### src/rtl/scd_pkg.sv
package scd_pkg;

    localparam int OP_W   = 6;
    localparam int FN_W   = 6;
    localparam int ALU_W  = 2;
    localparam int N_KIND = 7;

    // Instruction slots in the match vector
    localparam int K_ADD = 0;
    localparam int K_SUB = 1;
    localparam int K_ORI = 2;
    localparam int K_LW  = 3;
    localparam int K_SW  = 4;
    localparam int K_BEQ = 5;
    localparam int K_JMP = 6;

    typedef enum logic [ALU_W-1:0] {
        ALU_ADD = 2'b00,
        ALU_SUB = 2'b01,
        ALU_OR  = 2'b10
    } alu_e;

    typedef struct packed {
        logic rd_dest;
        logic b_imm;
        logic wb_mem;
        logic rf_we;
        logic mem_we;
        logic br_eq;
        logic jmp;
        logic sext;
        alu_e alu;
    } ctl_t;

    localparam int CTL_W = $bits(ctl_t);

    localparam logic [OP_W-1:0] OPC_REG = 6'b000000;
    localparam logic [OP_W-1:0] OPC_ORI = 6'b001101;
    localparam logic [OP_W-1:0] OPC_LW  = 6'b100011;
    localparam logic [OP_W-1:0] OPC_SW  = 6'b101011;
    localparam logic [OP_W-1:0] OPC_BEQ = 6'b000100;
    localparam logic [OP_W-1:0] OPC_JMP = 6'b000010;
    localparam logic [FN_W-1:0] FN_ADD  = 6'b100000;
    localparam logic [FN_W-1:0] FN_SUB  = 6'b100010;

    function automatic logic [OP_W-1:0] kind_opcode(input int k);
        case (k)
            K_ORI:   return OPC_ORI;
            K_LW:    return OPC_LW;
            K_SW:    return OPC_SW;
            K_BEQ:   return OPC_BEQ;
            K_JMP:   return OPC_JMP;
            default: return OPC_REG;
        endcase
    endfunction

    function automatic logic kind_uses_funct(input int k);
        return (k == K_ADD) || (k == K_SUB);
    endfunction

    function automatic logic [FN_W-1:0] kind_funct(input int k);
        return (k == K_SUB) ? FN_SUB : FN_ADD;
    endfunction

    // Contribution of one instruction to the OR plane
    function automatic ctl_t kind_ctl(input int k);
        ctl_t c;
        c = '0;
        case (k)
            K_ADD: begin c.rd_dest = 1'b1; c.rf_we = 1'b1; c.alu = ALU_ADD; end
            K_SUB: begin c.rd_dest = 1'b1; c.rf_we = 1'b1; c.alu = ALU_SUB; end
            K_ORI: begin c.b_imm = 1'b1; c.rf_we = 1'b1; c.alu = ALU_OR; end
            K_LW:  begin c.b_imm = 1'b1; c.wb_mem = 1'b1; c.rf_we = 1'b1; c.sext = 1'b1; end
            K_SW:  begin c.b_imm = 1'b1; c.mem_we = 1'b1; c.sext = 1'b1; end
            K_BEQ: begin c.br_eq = 1'b1; c.alu = ALU_SUB; end
            K_JMP: begin c.jmp = 1'b1; end
            default: c = '0;
        endcase
        return c;
    endfunction

endpackage

### src/rtl/scd_match.sv
module scd_match
    import scd_pkg::*;
(
    input  logic [OP_W-1:0]   opcode,
    input  logic [FN_W-1:0]   funct,
    output logic [N_KIND-1:0] hit
);

    // AND plane: one term per instruction
    for (genvar g = 0; g < N_KIND; g++) begin : g_term
        localparam logic [OP_W-1:0] OPC = kind_opcode(g);
        localparam logic [FN_W-1:0] FNC = kind_funct(g);
        if (kind_uses_funct(g)) begin : g_reg
            assign hit[g] = (opcode == OPC) && (funct == FNC);
        end else begin : g_op
            assign hit[g] = (opcode == OPC);
        end
    end

endmodule

### src/rtl/scd_or_plane.sv
module scd_or_plane
    import scd_pkg::*;
(
    input  logic [N_KIND-1:0] hit,
    output ctl_t              ctl
);

    always_comb begin
        logic [CTL_W-1:0] acc;
        acc = '0;
        for (int k = 0; k < N_KIND; k++) begin
            if (hit[k]) acc = acc | kind_ctl(k);
        end
        ctl = ctl_t'(acc);
    end

    // Guards on the match vector arriving from the AND plane
    always_comb begin
        assert_onehot_hit_R1: assert ($onehot0(hit))
            else $error("more than one instruction matched");
        assert_nomatch_zero_R9: assert ((hit != '0) || (ctl == '0))
            else $error("control active with no match");
    end

endmodule

### src/rtl/sc_ctrl_decode.sv
module sc_ctrl_decode
    import scd_pkg::*;
(
    input  logic [OP_W-1:0]  opcode_i,
    input  logic [FN_W-1:0]  funct_i,
    output logic             rd_dest_o,
    output logic             alu_b_imm_o,
    output logic             wb_mem_o,
    output logic             rf_we_o,
    output logic             mem_we_o,
    output logic             br_eq_o,
    output logic             jump_o,
    output logic             imm_sext_o,
    output logic [ALU_W-1:0] alu_op_o
);

    logic [N_KIND-1:0] hit;
    ctl_t              ctl;

    scd_match u_match (
        .opcode (opcode_i),
        .funct  (funct_i),
        .hit    (hit)
    );

    scd_or_plane u_or (
        .hit (hit),
        .ctl (ctl)
    );

    assign rd_dest_o   = ctl.rd_dest;
    assign alu_b_imm_o = ctl.b_imm;
    assign wb_mem_o    = ctl.wb_mem;
    assign rf_we_o     = ctl.rf_we;
    assign mem_we_o    = ctl.mem_we;
    assign br_eq_o     = ctl.br_eq;
    assign jump_o      = ctl.jmp;
    assign imm_sext_o  = ctl.sext;
    assign alu_op_o    = ctl.alu;

    // Cross-checks between outputs of the OR plane and the raw opcode
    always_comb begin
        assert_load_writes_R5: assert (!wb_mem_o || rf_we_o)
            else $error("memory result selected without register write");
        assert_store_no_rf_R6: assert (!(mem_we_o && rf_we_o))
            else $error("store and register write together");
        assert_flow_no_write_R7: assert (!(br_eq_o || jump_o) || !(rf_we_o || mem_we_o))
            else $error("branch or jump writes state");
        assert_flow_excl_R8: assert (!(br_eq_o && jump_o))
            else $error("branch and jump together");
        assert_sext_imm_R4: assert (!imm_sext_o || alu_b_imm_o)
            else $error("sign extension without immediate operand");
        assert_reg_dest_R10: assert (!rd_dest_o || (opcode_i == OPC_REG))
            else $error("rd destination outside register format");
        assert_alu_code_R1: assert (alu_op_o != 2'b11)
            else $error("reserved ALU code");
    end

endmodule

### config.mk
export PLATFORM = sky130hd
export DESIGN_NAME = sc_ctrl_decode
export DESIGN_NICKNAME = d
export VERILOG_FILES = /design/src/rtl/scd_pkg.sv /design/src/rtl/scd_match.sv /design/src/rtl/scd_or_plane.sv /design/src/rtl/sc_ctrl_decode.sv
export SDC_FILE = /design/constraint.sdc
export NUM_CORES = 1
export LEC_CHECK = 0
export ABC_AREA = 1
export ABC_CLOCK_PERIOD_IN_PS = 800
export BUFFER_PORTS_ARGS = -buffer_cell sky130_fd_sc_hd__buf_2
export CAP_MARGIN = 0
export CORE_AREA = 2 2 39 41
export DETAILED_ROUTE_END_ITERATION = 10
export DIE_AREA = 0 0 41 43
export SLEW_MARGIN = 20
export SYNTH_ARGS = -nofsm -noshare
export SYNTH_HDL_FRONTEND = slang
export SYNTH_HIERARCHICAL = 1
export SYNTH_SLANG_ARGS = --single-unit
### constraint.sdc
create_clock -name vclk -period 0.8
set_input_delay 0.08 -clock vclk [all_inputs]
set_output_delay 0.08 -clock vclk [all_outputs]
set_load 0.005 [all_outputs]
==> impl_metrics.env, run 1 <==
export IMPL_status="complete, but fails checks"
export IMPL_violations="setup timing"
export IMPL_seq_cell_count=0
export IMPL_grt_pass1_wl_um=924
export IMPL_finalSetupTns_ns=-0.02873
export IMPL_yosysWarnings=6
export IMPL_synth_top_area_share_pct=21.43
export IMPL_drc_errors=0
export IMPL_cp_num_cells=7
export IMPL_utilization_pct=33.09
export IMPL_rsz0062_at_grt="yes"
export IMPL_synth_nets=55
export IMPL_finalCriticalPeriod_ns=0.8129
export IMPL_drv_cap=0
export IMPL_gp_congestion=0.5468
export IMPL_crit_fanout=3
export IMPL_yosysUniqueCellTypes=10
export IMPL_stdcell_count=79
export IMPL_netlist_instances=43
export IMPL_finalPower_w=0.0001627
export IMPL_yosys_top_cells_count="nor2_1, inv_1, nand2_1, nand3_1, buf_4"
export IMPL_critPathLaunchType="input port"
export IMPL_syn_avg_cell_area_um2=4.888
export IMPL_power_switching_w=0.00007836
export IMPL_critPathRequiredTime_ns=0.72
export IMPL_drv_slew=0
export IMPL_met2_usage_pct=15.31
export IMPL_worst_slack_ns=-0.01289
export IMPL_io_buffers=22
export IMPL_setup_viol=3
export IMPL_post_place_cells=78
export IMPL_power_share_switching_pct=48.15
export IMPL_fp_dieH_um=43
export IMPL_tightestPinTransition_ns=0.1669
export IMPL_min_path_type="in -> out"
export IMPL_crit_path_end_kind="output port"
export IMPL_die_area_um2=1763
export IMPL_nNetsFinal=77
export IMPL_num_io_pins=22
export IMPL_yosysMostFrequentCell="nor2_1"
export IMPL_critPathTopFamily="simple AND/OR/NAND/NOR gates"
export IMPL_dpl_hpwl_um=483.8
export IMPL_clkPwrFrac_pct=0
export IMPL_worstHoldPathCells=3
export IMPL_ir_drop_mv=0.1017
export IMPL_die_w_um=41
export IMPL_arrival_ns=0.73
export IMPL_regArea_um2=0
export IMPL_ctsHoldBuffers=0
export IMPL_syn_to_final_growth_pct=117.9
export IMPL_routed_wl_um=661
export IMPL_use_met1_pct=6.962
export IMPL_vias=314
export IMPL_multi_input_area_um2=221.5
export IMPL_pre_cts_slack_ns=-0.1552
export IMPL_max_stage_delay_ns=0.13
export IMPL_num_antenna_cells=0
export IMPL_p_leak_nw=0.2455
export IMPL_grt_max_degree=5
export IMPL_hold_violations=0
export IMPL_clkbuf_count=0
export IMPL_fp_row_count=14
export IMPL_fillers=164
export IMPL_antenna_found_initial=0
export IMPL_drt_iter0_drc=1
export IMPL_synthTopCellsByArea="nor2_1, buf_4, nand3_1"
export IMPL_slew_limit_headroom_pct=88.83
export IMPL_core_area_um2=1384
export IMPL_drive_gt1_share_pct=73.02
export IMPL_p_per_area_nw_per_um2=355.4
export IMPL_final_antenna_net_count=0
export IMPL_via_per_inst=3.975
export IMPL_firstDrtPassIters=2
export IMPL_p_comb_share_pct=100.0
export IMPL_yosys_area_top_type="nor2_1"
export IMPL_path_buf_inv=2
export IMPL_clock_fmax_mhz=1230
export IMPL_critPathKind="in -> out"
export IMPL_wl_per_cell_um=8.367
export IMPL_crit_chain="buf_8 > nor2_4 > nand3_2 > nor2_2 > nor2_1 > nand2_1 > buf_2"
export IMPL_syn_area_um2=210.2
export IMPL_grt_pass1_vias=276
export IMPL_use_met3_pct=0
export IMPL_grt_busiest_layer="met2"
export IMPL_synth_seq_area_share_pct=0
export IMPL_gr_usage_all_layers_pct=7.093
export IMPL_critPathSlowestCell="nor2_4"
export IMPL_p_int_w=0.00008438
export IMPL_seqPwrFrac_pct=0
export IMPL_start_util_pct=15.19
export IMPL_grt_remaining_overflow=0
export IMPL_final_period_utilization_pct=101.6
-- path summary, 6_finish.rpt --
check / from / endpoint / slack, ns
hold / removal: opcode_i[3] / wb_mem_o / 0.42
setup / recovery: opcode_i[4] / rf_we_o / -0.01
-- metal layers --
layer / up-vias / routed length [um] / part of all wire, %
met5: - / 0 / 0
met4: 0 / 0 / 0
met3: 0 / 57 / 8.6
met2: 13 / 351 / 53
met1: 134 / 252 / 38
li1: 167 / - / -
-- layout by cell type, fill, tap and decap left out, drive strengths merged --
cell and instances:
nor3 2, nand2 6, nor2 14, nand3 6, buf 25, or2 2
inv 8
-- stage by stage --
stage	hold slack, ns	area [um2]
finish	0.4162	457.9
global route	0.4285	457.9
detailed placement	0.4328	317.8
global placement	0.4326	317.8
CTS	0.4191	444.2
floorplan	0.2980	210.2
-- cell families (layout without fill, tap and decap cells) --
family | Yosys count | count (layout) | synth area share, %
AND/OR/NAND/NOR | 30 | 30 | 67.85
buffers and inverters | 13 | 33 | 32.15
-- final cells by class --
| type | count | area share, % |
|---|---|---|
| Multi-Input combinational cell | 30 | 48.36 |
| Timing Repair Buffer | 25 | 39.62 |
| Inverter | 8 | 7.650 |
| Tap cell | 16 | 4.372 |
-- power groups by stage --
stage	sequential [W]	clock, W	combinational (W)
after floorplan	0	0	0.0000372
after global placement	0	0	0.0000911
after detailed placement	0	0	0.0000926
after CTS	0	0	0.000153
after global routing	0	0	0.000177
final	0	0	0.000163
-- tightest hold or removal path: cells and delay by family --
kind / cells / cell delay (ns)
buffers and inverters: 2 / 0.21
AND/OR/NAND/NOR: 1 / 0.05
-- timing repair --
action,in CTS,in global routing
pin swaps,13,6
hold endpoints to repair,0,0
setup buffers,1,0
endpoints found under the setup margin,6,6
gates resized for setup,36,6
(Power assumes the default switching activity.)
==> run 2: changes to the inputs <==
ABC_CLOCK_PERIOD_IN_PS = 820   (was 800)
CAP_MARGIN = unset   (was 0)
clock period = 0.82 ns   (was 0.8 ns; I/O delays follow)
==> run 2 against run 1 <==
  * Clock-buffer cell count stayed put
  * First-iteration DRC count fell by 100%
  * Sequential share of layout area unchanged
  * Hold slack improved by 0.0061 ns
  * Wire length up 3.9%
  * Final area shrank 3.6%
  * Die area stayed put
  * Total power down 8.8%
  * Largest cell class unchanged
  * Global-route usage up 0.30 points
  * Critical path depth fell by 1
  * Sequential cell count did not move
  * Critical endpoint is now alu_op_o[0]
  * The flow still finishes with violations (setup timing)
  * Largest power group unchanged
==> impl_metrics.env, run 2 (synthesis gave the netlist of run 1 again) <==
export IMPL_status="complete, but fails checks"
export IMPL_violations="setup timing"
export IMPL_m1WireLength_um=246
export IMPL_wl_per_cell_um=8.808
export IMPL_die_area_um2=1763
export IMPL_nNetsFinal=76
export IMPL_antenna_found_initial=0
export IMPL_drv_cap=0
export IMPL_hold_violations=0
export IMPL_fp_row_count=14
export IMPL_p_leak_nw=0.2349
export IMPL_fp_dieH_um=43
export IMPL_grt_max_degree=5
export IMPL_clkbuf_count=0
export IMPL_power_share_switching_pct=48.93
export IMPL_setup_viol=3
export IMPL_grt_pass1_wl_um=945
export IMPL_clkPwrFrac_pct=0
export IMPL_die_w_um=41
export IMPL_max_stage_delay_ns=0.13
export IMPL_finalCriticalPeriod_ns=0.8416
export IMPL_critPathLaunchType="input port"
export IMPL_wl_met2_um=382
export IMPL_finalInstanceArea_um2=441.7
export IMPL_num_antenna_cells=0
export IMPL_drc_errors=0
export IMPL_slew_limit_headroom_pct=88.08
export IMPL_ctsHoldBuffers=0
export IMPL_grt_pass1_vias=242
export IMPL_rsz0062_at_grt="yes"
export IMPL_critPathKind="in -> out"
export IMPL_grt_remaining_overflow=0
export IMPL_clock_fmax_mhz=1188
export IMPL_p_comb_share_pct=100.0
export IMPL_fin_hold_ws_ns=0.4223
export IMPL_firstDrtPassIters=1
export IMPL_critPathRequiredTime_ns=0.74
export IMPL_regArea_um2=0
export IMPL_gr_usage_all_layers_pct=7.393
export IMPL_top_layer_used="met3"
export IMPL_crit_path_end_kind="output port"
export IMPL_crit_chain="buf_8 > nor2_4 > nand3_2 > nor2_2 > or2_1 > buf_2"
export IMPL_arrival_ns=0.76
export IMPL_num_io_pins=22
export IMPL_power_switching_w=0.00007261
export IMPL_seq_cell_count=0
export IMPL_utilization_pct=31.92
export IMPL_layout_commonest_cell="buf_2"
export IMPL_seqPwrFrac_pct=0
export IMPL_final_period_utilization_pct=102.6
export IMPL_via_per_inst=3.974
export IMPL_drv_slew=0
export IMPL_critPathSlowestCell="nor2_4"
export IMPL_routed_wl_um=687
export IMPL_ir_drop_mv=0.09692
export IMPL_finalSetupTns_ns=-0.04405
export IMPL_drt_iter0_drc=0
export IMPL_gp_congestion=0.6203
export IMPL_crit_fanout=3
export IMPL_layout_common_cells="buf_2, nor2_2"
export IMPL_dpl_hpwl_um=519.2
export IMPL_p_per_area_nw_per_um2=336.0
export IMPL_tightestPinTransition_ns=0.1783
export IMPL_route_met3_wl_um=58
export IMPL_worst_slack_ns=-0.02165
export IMPL_core_area_um2=1384
export IMPL_io_buffers=22
export IMPL_post_place_cells=78
export IMPL_drive_gt1_share_pct=75.81
export IMPL_p_int_w=0.00007580
export IMPL_placed_cell_area_um2=317.8
export IMPL_min_path_type="in -> out"
export IMPL_start_util_pct=15.19
export IMPL_final_antenna_net_count=0
export IMPL_stdcell_count=78
export IMPL_syn_to_final_growth_pct=110.1
export IMPL_vias=310
[run 2: cell types whose count changed in the layout (fill, tap and decap cells not counted), sizes merged]
cell / change
buf: -1
[run 2: power by group through the flow]
stage	Combinational (W)	Clock [W]	Sequential, W
final	0.000148	0	0
after global routing	0.000160	0	0
after CTS	0.000141	0	0
after detailed placement	0.0000907	0	0
after global placement	0.0000888	0	0
after floorplan	0.0000363	0	0
[run 2: area by class of cell]
type	instances	area (um2)
fill	162	942.2
inverter	8	30.03
multi-input combinational	30	221.5
tap	16	20.02
timing repair buffer	24	170.2
[run 2: worst max-delay path, delay by kind of cell]
family,cells,cell delay [ns]
and+or+nand+nor,4,0.46
buffers and inverters,2,0.20
[run 2: layer usage]
layer / vias to the layer above / global-route usage, %
li1: 163 / -
met1: 134 / 9.177
met2: 13 / 14.06
met3: 0 / 0
met4: 0 / 0
met5: - / 0
[run 2: final timing paths]
path / from / to / slack (ns) / depth (start not counted)
worst min-delay path: opcode_i[3] / wb_mem_o / 0.42 / 3
worst max-delay path: opcode_i[4] / alu_op_o[0] / -0.02 / 6
[run 2: repair_timing]
item,in CTS,in global routing
buffers inserted,0,0
hold endpoints to repair,0,0
gates resized for setup,33,7
setup endpoints to repair,6,6
pin swaps,14,5
[run 2: metrics by stage]
stage / setup WS [ns] / power, W
floorplan: 0.1711 / 0.00003633
detailed placement: -0.1679 / 0.00009074
finish: -0.02165 / 0.0001484
global route: -0.07882 / 0.0001604
global placement: -0.1526 / 0.00008883
CTS: -0.02985 / 0.0001414
